File: src/rtl/idm_pkg.sv
package idm_pkg;

  localparam int WORD_W    = 32;
  localparam int DEST_W    = 8;
  localparam int MODE_BIT  = 11;
  localparam int SH_LSB    = 18;
  localparam int DEST_LSB  = 24;
  localparam int NIB_W     = 4;
  localparam logic [WORD_W-1:0] FMT_FORCE = 32'h0FFF_FFFF;
  localparam logic [NIB_W-1:0]  FMT_FLAT_NIB    = 4'hF;
  localparam logic [NIB_W-1:0]  FMT_CLUSTER_NIB = 4'h0;
  localparam logic [DEST_W-1:0] DEST_BCAST      = 8'hFF;

  typedef enum logic [1:0] {
    SH_NONE   = 2'b00,
    SH_SELF   = 2'b01,
    SH_ALL    = 2'b10,
    SH_OTHERS = 2'b11
  } shorthand_e;

  typedef enum logic [1:0] {
    FMT_FLAT    = 2'd0,
    FMT_CLUSTER = 2'd1,
    FMT_INVALID = 2'd2
  } fmt_e;

  typedef struct packed {
    logic              logical;
    shorthand_e        sh;
    logic [DEST_W-1:0] dest;
  } cmd_t;

endpackage

File: src/rtl/idm_cmd_decode.sv
module idm_cmd_decode
  import idm_pkg::*;
(
  input  logic [WORD_W-1:0] lo_word,
  input  logic [WORD_W-1:0] hi_word,
  output cmd_t              cmd
);

  logic unused_cmd_bits;

  always_comb begin
    cmd.logical = lo_word[MODE_BIT];
    cmd.sh      = shorthand_e'(lo_word[SH_LSB +: 2]);
    cmd.dest    = hi_word[DEST_LSB +: DEST_W];
  end

  assign unused_cmd_bits = ^{lo_word[WORD_W-1:SH_LSB+2], lo_word[SH_LSB-1:MODE_BIT+1],
                             lo_word[MODE_BIT-1:0], hi_word[DEST_LSB-1:0]};

endmodule

File: src/rtl/idm_unit_match.sv
module idm_unit_match
  import idm_pkg::*;
#(
  parameter int UNIT_IDX = 0,
  parameter int SRC_W    = 1
) (
  input  cmd_t              cmd,
  input  logic [SRC_W-1:0]  src,
  input  logic [WORD_W-1:0] id_word,
  input  logic [WORD_W-1:0] ldr_word,
  input  logic [WORD_W-1:0] dfr_word,
  output logic              hit
);

  localparam logic [SRC_W-1:0] MY_IDX = SRC_W'(UNIT_IDX);

  logic [WORD_W-1:0] dfr_eff;
  logic [DEST_W-1:0] my_id;
  logic [DEST_W-1:0] my_log;
  fmt_e              fmt;
  logic              phys_hit;
  logic              flat_hit;
  logic              clus_hit;
  logic              log_hit;
  logic              is_self;
  logic              unused_unit_bits;

  assign dfr_eff = dfr_word | FMT_FORCE;
  assign my_id   = id_word[DEST_LSB +: DEST_W];
  assign my_log  = ldr_word[DEST_LSB +: DEST_W];
  assign is_self = (src == MY_IDX);

  always_comb begin
    unique case (dfr_eff[WORD_W-1 -: NIB_W])
      FMT_FLAT_NIB:    fmt = FMT_FLAT;
      FMT_CLUSTER_NIB: fmt = FMT_CLUSTER;
      default:         fmt = FMT_INVALID;
    endcase
  end

  always_comb begin
    phys_hit = (cmd.dest == DEST_BCAST) || (cmd.dest == my_id);
    flat_hit = |(my_log & cmd.dest);
    clus_hit = (my_log[DEST_W-1 -: NIB_W] == cmd.dest[DEST_W-1 -: NIB_W]) &&
               (|(my_log[NIB_W-1:0] & cmd.dest[NIB_W-1:0]));
    unique case (fmt)
      FMT_FLAT:    log_hit = flat_hit;
      FMT_CLUSTER: log_hit = clus_hit;
      default:     log_hit = 1'b0;
    endcase
  end

  always_comb begin
    unique case (cmd.sh)
      SH_NONE:   hit = cmd.logical ? log_hit : phys_hit;
      SH_SELF:   hit = is_self;
      SH_ALL:    hit = 1'b1;
      SH_OTHERS: hit = !is_self;
      default:   hit = 1'b0;
    endcase
  end

  assign unused_unit_bits = ^{dfr_eff[WORD_W-NIB_W-1:0], id_word[DEST_LSB-1:0],
                              ldr_word[DEST_LSB-1:0]};

endmodule

File: src/rtl/idm_out_reg.sv
module idm_out_reg #(
  parameter int WIDTH = 8
) (
  input  logic             clk,
  input  logic             rst,
  input  logic             in_valid,
  input  logic [WIDTH-1:0] in_mask,
  output logic             out_valid,
  output logic [WIDTH-1:0] out_mask
);

  always_ff @(posedge clk) begin
    if (rst) begin
      out_valid <= 1'b0;
      out_mask  <= '0;
    end else begin
      out_valid <= in_valid;
      out_mask  <= in_valid ? in_mask : '0;
    end
  end

endmodule

File: src/rtl/intr_dest_matcher.sv
module intr_dest_matcher
  import idm_pkg::*;
#(
  parameter int NUM_UNITS = 8,
  parameter int SRC_W     = (NUM_UNITS > 1) ? $clog2(NUM_UNITS) : 1
) (
  input  logic                        clk,
  input  logic                        rst,
  input  logic                        cmd_valid,
  input  logic [WORD_W-1:0]           cmd_lo,
  input  logic [WORD_W-1:0]           cmd_hi,
  input  logic [SRC_W-1:0]            cmd_src,
  input  logic [NUM_UNITS*WORD_W-1:0] unit_id,
  input  logic [NUM_UNITS*WORD_W-1:0] unit_ldr,
  input  logic [NUM_UNITS*WORD_W-1:0] unit_dfr,
  output logic                        tgt_valid,
  output logic [NUM_UNITS-1:0]        tgt_mask
);

  cmd_t                 cmd;
  logic [NUM_UNITS-1:0] hit_vec;

  idm_cmd_decode u_decode (
    .lo_word (cmd_lo),
    .hi_word (cmd_hi),
    .cmd     (cmd)
  );

  for (genvar u = 0; u < NUM_UNITS; u++) begin : g_unit
    idm_unit_match #(
      .UNIT_IDX (u),
      .SRC_W    (SRC_W)
    ) u_match (
      .cmd      (cmd),
      .src      (cmd_src),
      .id_word  (unit_id [u*WORD_W +: WORD_W]),
      .ldr_word (unit_ldr[u*WORD_W +: WORD_W]),
      .dfr_word (unit_dfr[u*WORD_W +: WORD_W]),
      .hit      (hit_vec[u])
    );
  end

  idm_out_reg #(
    .WIDTH (NUM_UNITS)
  ) u_out (
    .clk       (clk),
    .rst       (rst),
    .in_valid  (cmd_valid),
    .in_mask   (hit_vec),
    .out_valid (tgt_valid),
    .out_mask  (tgt_mask)
  );

endmodule

File: config.mk
export PLATFORM = sky130hd
export DESIGN_NAME = intr_dest_matcher
export DESIGN_NICKNAME = d
export VERILOG_FILES = /design/src/rtl/idm_pkg.sv /design/src/rtl/idm_cmd_decode.sv /design/src/rtl/idm_unit_match.sv /design/src/rtl/idm_out_reg.sv /design/src/rtl/intr_dest_matcher.sv
export SDC_FILE = /design/constraint.sdc
export NUM_CORES = 1
export LEC_CHECK = 0
export BUFFER_PORTS_ARGS = -buffer_cell sky130_fd_sc_hd__buf_2
export CORE_AREA = 5 5 328 330
export CTS_BUF_LIST = sky130_fd_sc_hd__clkbuf_16
export DETAILED_ROUTE_END_ITERATION = 8
export DIE_AREA = 0 0 333 335
export GPL_TIMING_DRIVEN = 0
export PLACE_DENSITY = 0.3
export SLEW_MARGIN = 20
export SYNTH_ARGS = -nofsm -noshare
export SYNTH_HDL_FRONTEND = slang
export SYNTH_SLANG_ARGS = --single-unit
File: constraint.sdc
create_clock -name clk -period 2 [get_ports clk]
set_input_delay 0.3 -clock clk [delete_from_list [all_inputs] [get_ports clk]]
set_output_delay 0.3 -clock clk [all_outputs]
set_load 0.02 [all_outputs]
==> flow_summary.ini <==
[global_routing]
overflow = 0
antenna_found_initial = 6
grt_pass1_wl_mm = 23.7
grt_pass1_vias = 3027
grt_max_degree = 11
grt.total_usage_pct = 3.00

[logic_synthesis]
synth_sequential_area_ratio_pct = 8.14
synth-edff-count = 0
synth_area_per_cell_um2 = 8.65
netlist-cell-type-count = 34
syn-cell-area_um2 = 2210
syn_nets = 1126
synthArstFlopShare_pct = 0
ys_warn_count = 0
synth_ff_type = dfxtp_1
ys_seq_elements = 9
synth_cells = 256

[critical_path]
crit_type = in -> reg
arrival_ps = 2040
cp_max_fo = 9
path_cells = buf_4 -> ha_1 -> or4_1 -> a211o_1 -> o211a_2 -> o31ai_2
crit_required_ps = 2150
endpoint_kind = flop
critPathMaxStageDelay_ps = 510
cp_slowest_cell = or4_1
start_kind = primary input
critPathBufInv = 1
critPathTopFamily = compound AO/OA/AOI/OAI gates

[timing]
period_minus_slack_ps = 1890
hold_violations = 0
fin_tns_setup_ps = 0
rsz0062_at_grt = false
setup_viol = 0
max_freq_mhz = 530
worstMarginPinSlew_ps = 530
finalCritPeriodShare_pct = 94.3
slew_headroom_pct = 64.4
slew_viol_final = 0

[status]
status = completed

[clocking]
cts_tree = built
cts_buffers = 3
post_cts_buffers = 0
htreeDepth = 1
clock-sinks = 9
cts_buffer_depth = 2
cts.clk_slew.worst_paths_ps = 40
root_buffer = clkbuf_16

[pwr]
p_leak_uw = 0.00168
ir_drop_mv = 0.189
powerDensity_nw_per_um2 = 242
p_total_uw = 1210

[drt]
wl_mm = 17.6
drc = 0
dr.pass1.iters = 4
drt-initial-drc-count = 54
vias = 2780
ant_nets = 0
via_per_inst = 1.51
routedWlPerCell_um = 9.59

[min_path]
min_to = u_out.out_valid
hold_class = in -> reg
holdPathStages = 3
hp-start = cmd_valid

[final_layout]
final_cell_mix = buf_2, xor2_1, ha_1
layout.nets = 1311
fin_cells = 1836
areaGrowthSynthToFinish_pct = 125
drive_gt1_share_pct = 49.3
final_common_cell = buf_2
postLayoutCellArea_um2 = 4990

[placed_design]
gp_congestion = 0.696
dpl_cell_area_um2 = 4850
placed_cells = 1827
hpwlAfterDp_mm = 16.2
port_buffers = 180

[floorplan]
ioPinCount = 847
fp-row-count = 119
die_w_um = 333
initial_utilization_pct = 2.12
die_area_um2 = 112000
core_um2 = 105000
die_h_um = 335

[run]
maxCapViolations = 0
cells in the mapped netlist, types with 3 or more instances:
cell type,instances,area [um2]
a211o_1,7,61.3
a21oi_1,11,55.1
a22oi_1,16,120
and3_1,6,37.5
buf_2,5,25.0
buf_6,3,33.8
clkbuf_2,4,20.0
dfxtp_1,9,180
ha_1,32,400
mux2i_1,4,40.0
nand2_1,5,18.8
nand4_1,11,68.8
nor3_1,5,25.0
nor4_1,26,163
o211a_1,7,70.1
o31ai_2,7,87.6
or4_1,14,105
xor2_1,64,561
state kept, by name, indices dropped and copies added, names as in the netlist:
| name | cells |
|---|---|
| u_out.out_mask | 8 |
| u_out.out_valid | 1 |
worst max path at each step:
stage	start	end	slack, ps	depth (start not counted)
after floorplan	cmd_hi[29]	u_out.out_mask[1]	280	5
after global placement	cmd_hi[29]	u_out.out_mask[4]	-490	6
after detailed placement	cmd_hi[29]	u_out.out_mask[4]	-480	6
after CTS	cmd_hi[24]	u_out.out_mask[0]	10	6
after global routing	cmd_hi[30]	u_out.out_mask[1]	6	6
final	cmd_hi[30]	u_out.out_mask[6]	110	6
what timing repair did:
| action | 4_1_cts | 5_1_grt |
|---|---|---|
| resized for setup | 14 | 4 |
| endpoints found under the setup margin | 8 | 5 |
| pin swaps | 0 | 0 |
| hold buffers | 0 | 0 |
stage by stage:
step	hold slack (ps)	utilization [%]	worst slack (ps)
after CTS	441	4.75	12.4
after floorplan	432	-	279
after detailed placement	683	4.64	-483
after global routing	451	4.76	5.66
final	416	4.77	114
after global placement	683	4.64	-493
layout make-up:
cell class	count	area (um2)
diodes	5	12.5
fillers	12500	99500
well taps	1391	1740
inverters	1	3.75
multi-input cells	231	1960
plain buffers	15	97.6
clock buffers	3	75.1
clock inverters	1	3.75
repair buffers	180	916
flip-flops and latches	9	180
where the power goes:
part	total [uW]	internal (uW)	switching (uW)
logic	655	283	372
registers	196	190	5.80
clock network	354	262	92.4
per-layer routing:
| metal | share of wire [%] | global-route usage [%] | vias up |
|---|---|---|---|
| li1 | - | - | 1380 |
| met1 | 58 | 5.10 | 1198 |
| met2 | 31 | 3.46 | 197 |
| met3 | 11 | 1.17 | 5 |
| met4 | 0.13 | 0.108 | 0 |
| met5 | 0 | 0 | - |
kinds of logic (layout without fill, tap and decap cells):
logic type,count (synthesis),count (layout),share of synthesized area [%]
other cells,0,5,0
flops,9,9,8.14
fa+ha+maj,32,32,18.1
xor+xnor,65,65,25.7
simple gates,78,78,22.5
buf+inv,16,200,4.41
mux,4,4,1.81
compound gates,52,52,19.3
Note: power is estimated with default switching activity, not from simulation.
